**config.mk**
```make
export PLATFORM = sky130hd
export DESIGN_NAME = seg_ctx_ctrl
export DESIGN_NICKNAME = d
export VERILOG_FILES = /design/src/rtl/seg_ctx_pkg.sv /design/src/rtl/seg_ctx_frames.sv /design/src/rtl/seg_ctx_seq.sv /design/src/rtl/seg_ctx_ctrl.sv
export SDC_FILE = /design/constraint.sdc
export NUM_CORES = 1
export LEC_CHECK = 0
export BUFFER_PORTS_ARGS = -buffer_cell sky130_fd_sc_hd__clkbuf_2
export CORE_UTILIZATION = 57
export CTS_CLUSTER_SIZE = 25
export DETAILED_ROUTE_END_ITERATION = 7
export GPL_ROUTABILITY_DRIVEN = 0
export GPL_TIMING_DRIVEN = 0
export MAX_ROUTING_LAYER = met4
export PLACE_DENSITY = 0.93
export SLEW_MARGIN = 20
export SYNTH_ARGS = -nofsm -noshare
export SYNTH_HDL_FRONTEND = slang
export SYNTH_SLANG_ARGS = --single-unit
```
**constraint.sdc**
```tcl
create_clock -name clk -period 4.2 [get_ports clk]
set_input_delay 0.42 -clock clk [delete_from_list [all_inputs] [get_ports clk]]
set_output_delay 0.42 -clock clk [all_outputs]
set_load 0.01 [all_outputs]
```
**src/rtl/seg_ctx_pkg.sv**
```systemverilog
package seg_ctx_pkg;
  localparam int PC_W   = 16;
  localparam int BYTE_W = 8;

  typedef enum logic [2:0] {
    OP_NONE, OP_IRQ, OP_IRET, OP_FCALL, OP_FRET, OP_NCALL, OP_NRET
  } op_e;

  typedef enum logic [1:0] {RL_PCL, RL_PCH, RL_FLG, RL_SEG} role_e;

  // number of stack bytes moved by an operation
  function automatic logic [2:0] seq_len(op_e op, logic lng);
    case (op)
      OP_IRQ, OP_IRET:   seq_len = lng ? 3'd4 : 3'd3;
      OP_FCALL, OP_FRET: seq_len = 3'd3;
      OP_NCALL, OP_NRET: seq_len = 3'd2;
      default:           seq_len = 3'd0;
    endcase
  endfunction

  function automatic logic is_pop(op_e op);
    return (op == OP_IRET) || (op == OP_FRET) || (op == OP_NRET);
  endfunction

  // byte role at position idx of the push order
  function automatic role_e push_role(op_e op, logic [1:0] idx);
    case (idx)
      2'd0:    push_role = RL_PCL;
      2'd1:    push_role = RL_PCH;
      2'd2:    push_role = (op == OP_FCALL || op == OP_FRET) ? RL_SEG : RL_FLG;
      default: push_role = RL_SEG;
    endcase
  endfunction

  // pops walk the push order backwards
  function automatic role_e step_role(op_e op, logic lng, logic [1:0] step);
    logic [2:0] rev;
    rev = seq_len(op, lng) - 3'd1 - {1'b0, step};
    return is_pop(op) ? push_role(op, rev[1:0]) : push_role(op, step);
  endfunction
endpackage

```
**src/rtl/seg_ctx_frames.sv**
```systemverilog
module seg_ctx_frames #(
  parameter int DEPTH = 8
) (
  input  logic clk,
  input  logic rst,
  input  logic push_i,
  input  logic kind_i,
  input  logic pop_i,
  output logic top_kind_o,
  output logic empty_o,
  output logic full_o,
  output logic servicing_o
);
  localparam int CNT_W = $clog2(DEPTH + 1);
  localparam int IDX_W = (DEPTH > 1) ? $clog2(DEPTH) : 1;

  logic [DEPTH-1:0] kind_q;   // 1 = long frame at that level
  logic [CNT_W-1:0] cnt_q;
  logic [DEPTH-1:0] short_open;
  logic [CNT_W-1:0] top_idx;

  assign top_idx = cnt_q - CNT_W'(1);

  always_ff @(posedge clk) begin
    if (rst) begin
      kind_q <= '0;
      cnt_q  <= '0;
    end else if (push_i && !full_o) begin
      kind_q[cnt_q[IDX_W-1:0]] <= kind_i;
      cnt_q <= cnt_q + CNT_W'(1);
    end else if (pop_i && !empty_o) begin
      cnt_q <= top_idx;
    end
  end

  generate
    for (genvar i = 0; i < DEPTH; i++) begin : g_lvl
      assign short_open[i] = (CNT_W'(i) < cnt_q) && !kind_q[i];
    end
  endgenerate

  assign empty_o     = (cnt_q == '0);
  assign full_o      = (cnt_q == CNT_W'(DEPTH));
  assign top_kind_o  = kind_q[top_idx[IDX_W-1:0]];
  assign servicing_o = |short_open;
endmodule

```
**src/rtl/seg_ctx_seq.sv**
```systemverilog
module seg_ctx_seq
  import seg_ctx_pkg::*;
#(
  parameter int SEG_W = 6
) (
  input  logic              clk,
  input  logic              rst,
  input  logic              start_i,
  input  op_e               op_i,
  input  logic              long_i,
  input  logic [PC_W-1:0]   pc_i,
  input  logic [BYTE_W-1:0] flags_i,
  input  logic [SEG_W-1:0]  seg_i,
  input  logic [BYTE_W-1:0] stk_rdata_i,
  output logic              stk_push_o,
  output logic              stk_pop_o,
  output logic [BYTE_W-1:0] stk_wdata_o,
  output logic              busy_o,
  output logic              last_o,
  output op_e               op_o,
  output logic              long_o,
  output logic [SEG_W-1:0]  seg_o,
  output logic [PC_W-1:0]   ret_pc_o,
  output logic [BYTE_W-1:0] ret_flags_o,
  output logic              ret_valid_o
);
  logic              busy_q, long_q, rv_q;
  logic [1:0]        step_q;
  op_e               op_q;
  logic [PC_W-1:0]   pc_q;
  logic [BYTE_W-1:0] flg_q;
  logic [SEG_W-1:0]  seg_q;
  role_e             role;
  logic              popping;

  assign role    = step_role(op_q, long_q, step_q);
  assign popping = is_pop(op_q);
  assign last_o  = busy_q && ({1'b0, step_q} == seq_len(op_q, long_q) - 3'd1);

  always_ff @(posedge clk) begin
    if (rst) begin
      busy_q <= 1'b0;
      step_q <= '0;
      op_q   <= OP_NONE;
      long_q <= 1'b0;
      pc_q   <= '0;
      flg_q  <= '0;
      seg_q  <= '0;
      rv_q   <= 1'b0;
    end else begin
      rv_q <= 1'b0;
      if (!busy_q) begin
        if (start_i) begin
          busy_q <= 1'b1;
          step_q <= '0;
          op_q   <= op_i;
          long_q <= long_i;
          pc_q   <= pc_i;
          flg_q  <= flags_i;
          seg_q  <= seg_i;
        end
      end else begin
        if (popping) begin
          case (role)
            RL_PCL:  pc_q[7:0]  <= stk_rdata_i;
            RL_PCH:  pc_q[15:8] <= stk_rdata_i;
            RL_FLG:  flg_q      <= stk_rdata_i;
            default: seg_q      <= stk_rdata_i[SEG_W-1:0];
          endcase
        end
        step_q <= step_q + 2'd1;
        if (last_o) begin
          busy_q <= 1'b0;
          rv_q   <= popping;
        end
      end
    end
  end

  always_comb begin
    case (role)
      RL_PCL:  stk_wdata_o = pc_q[7:0];
      RL_PCH:  stk_wdata_o = pc_q[15:8];
      RL_FLG:  stk_wdata_o = flg_q;
      default: stk_wdata_o = BYTE_W'(seg_q);
    endcase
  end

  assign stk_push_o  = busy_q && !popping;
  assign stk_pop_o   = busy_q && popping;
  assign busy_o      = busy_q;
  assign op_o        = op_q;
  assign long_o      = long_q;
  assign seg_o       = seg_q;
  assign ret_pc_o    = pc_q;
  assign ret_flags_o = flg_q;
  assign ret_valid_o = rv_q;
endmodule

```
**src/rtl/seg_ctx_ctrl.sv**
```systemverilog
module seg_ctx_ctrl
  import seg_ctx_pkg::*;
#(
  parameter int SEG_W = 6,
  parameter int DEPTH = 8
) (
  input  logic              clk,
  input  logic              rst,
  input  logic              mode_wr_i,
  input  logic              mode_wdata_i,
  input  logic              isr_wr_i,
  input  logic [SEG_W-1:0]  isr_wdata_i,
  input  logic              irq_take_i,
  input  logic              irq_ret_i,
  input  logic              far_call_i,
  input  logic              far_ret_i,
  input  logic              far_jmp_i,
  input  logic              near_call_i,
  input  logic              near_ret_i,
  input  logic [SEG_W-1:0]  tgt_seg_i,
  input  logic [15:0]       pc_i,
  input  logic [7:0]        flags_i,
  input  logic [7:0]        stk_rdata_i,
  output logic              stk_push_o,
  output logic              stk_pop_o,
  output logic [7:0]        stk_wdata_o,
  output logic              busy_o,
  output logic [SEG_W-1:0]  seg_o,
  output logic [SEG_W-1:0]  csr_o,
  output logic [SEG_W-1:0]  isr_o,
  output logic              frame_mode_o,
  output logic              servicing_o,
  output logic [15:0]       ret_pc_o,
  output logic [7:0]        ret_flags_o,
  output logic              ret_valid_o
);
  logic [SEG_W-1:0] csr_q, isr_q, tgt_q;
  logic             mode_q;
  op_e              sel_op, cur_op;
  logic             sel_long, jmp_go, start;
  logic             top_kind, lvl_empty, lvl_full;
  logic             last, cur_long;
  logic [SEG_W-1:0] seq_seg;

  // one event per idle cycle, fixed priority
  always_comb begin
    sel_op = OP_NONE;
    jmp_go = 1'b0;
    if (!busy_o) begin
      if (irq_take_i && !lvl_full)      sel_op = OP_IRQ;
      else if (irq_ret_i && !lvl_empty) sel_op = OP_IRET;
      else if (far_call_i)              sel_op = OP_FCALL;
      else if (far_ret_i)               sel_op = OP_FRET;
      else if (far_jmp_i)               jmp_go = 1'b1;
      else if (near_call_i)             sel_op = OP_NCALL;
      else if (near_ret_i)              sel_op = OP_NRET;
    end
    case (sel_op)
      OP_IRQ:  sel_long = mode_q;
      OP_IRET: sel_long = top_kind;
      default: sel_long = 1'b0;
    endcase
  end

  assign start = (sel_op != OP_NONE);

  seg_ctx_seq #(.SEG_W(SEG_W)) i_seq (
    .clk         (clk),
    .rst         (rst),
    .start_i     (start),
    .op_i        (sel_op),
    .long_i      (sel_long),
    .pc_i        (pc_i),
    .flags_i     (flags_i),
    .seg_i       (csr_q),
    .stk_rdata_i (stk_rdata_i),
    .stk_push_o  (stk_push_o),
    .stk_pop_o   (stk_pop_o),
    .stk_wdata_o (stk_wdata_o),
    .busy_o      (busy_o),
    .last_o      (last),
    .op_o        (cur_op),
    .long_o      (cur_long),
    .seg_o       (seq_seg),
    .ret_pc_o    (ret_pc_o),
    .ret_flags_o (ret_flags_o),
    .ret_valid_o (ret_valid_o)
  );

  seg_ctx_frames #(.DEPTH(DEPTH)) i_frames (
    .clk         (clk),
    .rst         (rst),
    .push_i      (last && cur_op == OP_IRQ),
    .kind_i      (cur_long),
    .pop_i       (last && cur_op == OP_IRET),
    .top_kind_o  (top_kind),
    .empty_o     (lvl_empty),
    .full_o      (lvl_full),
    .servicing_o (servicing_o)
  );

  always_ff @(posedge clk) begin
    if (rst) begin
      csr_q  <= '0;
      isr_q  <= '0;
      tgt_q  <= '0;
      mode_q <= 1'b0;
    end else begin
      if (isr_wr_i)  isr_q  <= isr_wdata_i;
      if (mode_wr_i) mode_q <= mode_wdata_i;
      if (start)     tgt_q  <= tgt_seg_i;
      if (jmp_go) begin
        csr_q <= tgt_seg_i;
      end else if (last) begin
        case (cur_op)
          OP_FCALL: csr_q <= tgt_q;
          OP_FRET:  csr_q <= seq_seg;
          OP_IRQ:   if (cur_long) csr_q <= isr_q;
          OP_IRET:  if (cur_long) csr_q <= seq_seg;
          default:  ;
        endcase
      end
    end
  end

  assign seg_o        = servicing_o ? isr_q : csr_q;
  assign csr_o        = csr_q;
  assign isr_o        = isr_q;
  assign frame_mode_o = mode_q;
endmodule

```
==> results.py <==
metrics = {
    "status": {
        "status": "finished clean",
    },
    "sta": {
        "period_needed_ns": 3.42,
        "max_freq_mhz": 293,
        "rsz0062_at_grt": "false",
        "hold_viol_final": 0,
        "setup_tns_ns": 0,
        "fin_skew_ns": 0.00555,
        "max_slew_margin": 0.482,
        "post-route-period-util": 0.813,
        "setup_viol": 0,
        "tightest_slew_ns": 0.777,
        "maxSlewViolCount": 0,
    },
    "run": {
        "drv_cap": 0,
    },
    "critical_path": {
        "endpoint_kind": "primary output",
        "crit_fanout": 10,
        "startpoint_type": "flip-flop",
        "path_class": "reg -> out",
        "cp.required_ns": 3.78,
        "crit_arrival_ns": 3.00,
        "r2r_start": "i_frames.cnt_q[0]",
        "crit_start": "i_seq.op_o[2]",
    },
    "floorplan": {
        "start_util": 0.600,
        "ios": 112,
        "num_rows": 30,
        "die-height_um": 87.3,
        "die_w_um": 87.3,
        "dieArea_mm2": 0.00762,
        "design.core.area_mm2": 0.00691,
    },
    "clocking": {
        "cts_buffer_depth": 2,
        "cts.htree.levels": 3,
        "clk_pin_slew_ns": 0.07,
        "cts_setup_buffers": 0,
        "cts_num_sinks": 69,
        "cts_resized": 0,
        "cts_root_buf": "clkbuf_8",
        "tritoncts": "done",
        "cts_buffers": 9,
        "hold_buffers": 0,
        "clkLatencyLatePin_ns": 0.35,
    },
    "hold_path": {
        "hp-class": "in -> reg",
        "worstHoldStart": "mode_wdata_i",
    },
    "cells_and_area": {
        "syn_to_final_growth_pct": 20.4,
        "fin_area_mm2": 0.00499,
        "num-nets-final": 653,
        "drive_gt1_frac": 0.292,
        "fin_cells": 691,
        "antennaDiodeCount": 0,
    },
    "drt": {
        "vias_per_cell": 6.23,
        "drt-total-wl_mm": 12.4,
        "avgRoutedWirePerCell_um": 17.9,
        "dr.first_iter.drc_count": 362,
        "drc": 0,
        "first_pass_iters": 5,
        "top_layer": "met4",
        "vias": 4305,
        "wl_met1_mm": 4.76,
        "wl_met2_mm": 5.99,
        "ant_nets": 0,
        "met3_length_mm": 1.25,
    },
    "synth": {
        "synth_top_area_cell": "dfxtp_1",
        "synthCells": 472,
        "synthArstFlopShare": 0,
        "synth.top_cell.area_share": 0.333,
        "synth_nets": 533,
        "synth_ff_type": "dfxtp_1",
        "yosys-top-cells-area": "dfxtp_1, mux2i_1, nor2_1, a211oi_1, a21oi_1",
        "yosys.area_share.adder": 0.0151,
        "synth_area_mm2": 0.00415,
        "yosys-top-cells-count": "nor2_1, dfxtp_1, mux2i_1, a211oi_1",
        "muxShareOfSynthArea": 0.175,
        "yosys_warnings": 0,
        "synth_compound_area_frac": 0.224,
        "synth_area_per_cell_um2": 8.78,
        "yosysUniqueCellTypes": 59,
        "synth.most_common_cell": "nor2_1",
        "synth_top_family_by_area": "compound AO/OA/AOI/OAI gates",
        "yosysSeqAreaShare": 0.333,
        "synth-simple-area-share": 0.192,
        "synth_edf_count": 0,
        "yosys.area_share.xor_xnor": 0.00845,
        "synth-seq-cells": 69,
    },
    "power_and_ir_drop": {
        "p_per_area_mw_per_mm2": 345,
        "leakage_uw": 0.00215,
        "vdd_ir_drop_max_uv": 259,
    },
    "global_route": {
        "grt_pass1_vias": 4029,
        "grt_max_degree": 11,
        "antenna_found_initial": 0,
        "grt_usage": 0.338,
        "gr-total-overflow": 0,
        "grt_pass1_wl_mm": 19.4,
    },
    "placement": {
        "dp_hpwl_mm": 9.20,
        "dp.cells": 677,
        "port_buffers": 109,
        "placed_area_mm2": 0.00481,
    },
}
## sequential cells by signal (all words and copies together), names as in the netlist, 2 cells and up
name               count
i_frames.kind_q        8
i_seq.op_o             3
tgt_q                  6
i_seq.ret_pc_o        16
i_frames.cnt_q         4
i_seq.ret_flags_o      8
i_seq.seg_o            6
csr_o                  6
i_seq.step_q           2
isr_o                  6
## final cells by class
cell class | count | area (um2)
inverter | 7 | 26.3
clock buffer | 12 | 145
tap | 96 | 120
multi-input combinational | 360 | 2550
buffer | 36 | 191
clock inverter | 2 | 35.0
timing repair buffer | 109 | 546
sequential | 69 | 1380
fill | 533 | 1910
## power breakdown
part | switching, uW | internal [uW] | total, uW | leakage, uW
sequential | 43.9 | 701 | 745 | 0.000568
clock | 243 | 284 | 526 | 0.0000923
combinational | 261 | 188 | 449 | 0.00149
## path summary, 6_finish.rpt
| path | endpoint | slack, ns | cells past startpoint |
|---|---|---|---|
| worst max-delay path | stk_wdata_o[1] | 0.78 | 9 |
| worst min-delay path | frame_mode_o | 0.30 | 3 |
| worst max register to register | csr_o[3] | 1.44 | 9 |
| worst min register to register | i_seq.ret_flags_o[5] | 0.53 | 2 |
## layer usage
layer | GRT usage | up-vias
li1 | - | 1969
met1 | 0.399 | 1996
met2 | 0.534 | 288
met3 | 0.0976 | 52
met4 | 0.151 | 0
met5 | - | -
## cell usage in the layout (no fill, tap or decap), types with 5 or more instances in the layout
cell type  count
clkbuf_8      10
inv_1          7
mux2_2        10
a211oi_2       6
nand2_1       25
nor4_1         5
nor3_1        16
dfxtp_1       69
o22ai_1        8
a211oi_1      36
ha_1           5
o2bb2ai_1      5
buf_2          9
nor2b_1       13
a21oi_1       25
clkbuf_2     109
o22a_1         6
mux2i_1       59
clkbuf_1      17
nor2_1        76
nor3b_1        6
## cell families after synthesis
family | Yosys count
fa+ha+maj | 5
mux | 70
simple gates | 163
buf+inv | 43
compound gates | 118
flops | 69
xor+xnor | 4
## per-stage QoR
| stage | hold WS, ns | setup WS, ns | utilization | total power, uW |
|---|---|---|---|---|
| CTS | 0.303 | 0.939 | 0.723 | 1710 |
| floorplan | 0.478 | 1.79 | - | 1040 |
| global route | 0.315 | 0.703 | 0.723 | 1790 |
| global placement | 0.500 | 1.45 | 0.697 | 1180 |
| detailed placement | 0.518 | 1.42 | 0.697 | 1200 |
| finish | 0.304 | 0.784 | 0.723 | 1720 |
## worst max-delay path, cell delays in order (launching register included)
cell and delay, ns:
dfxtp_1 0.39, buf_2 0.22, buf_2 0.23, o21ai_0 0.21
a221oi_1 0.63, nor2_1 0.26, buf_2 0.26, a211oi_1 0.22
a21oi_1 0.09, clkbuf_2 0.14
Power figures use the tool's default switching activity.
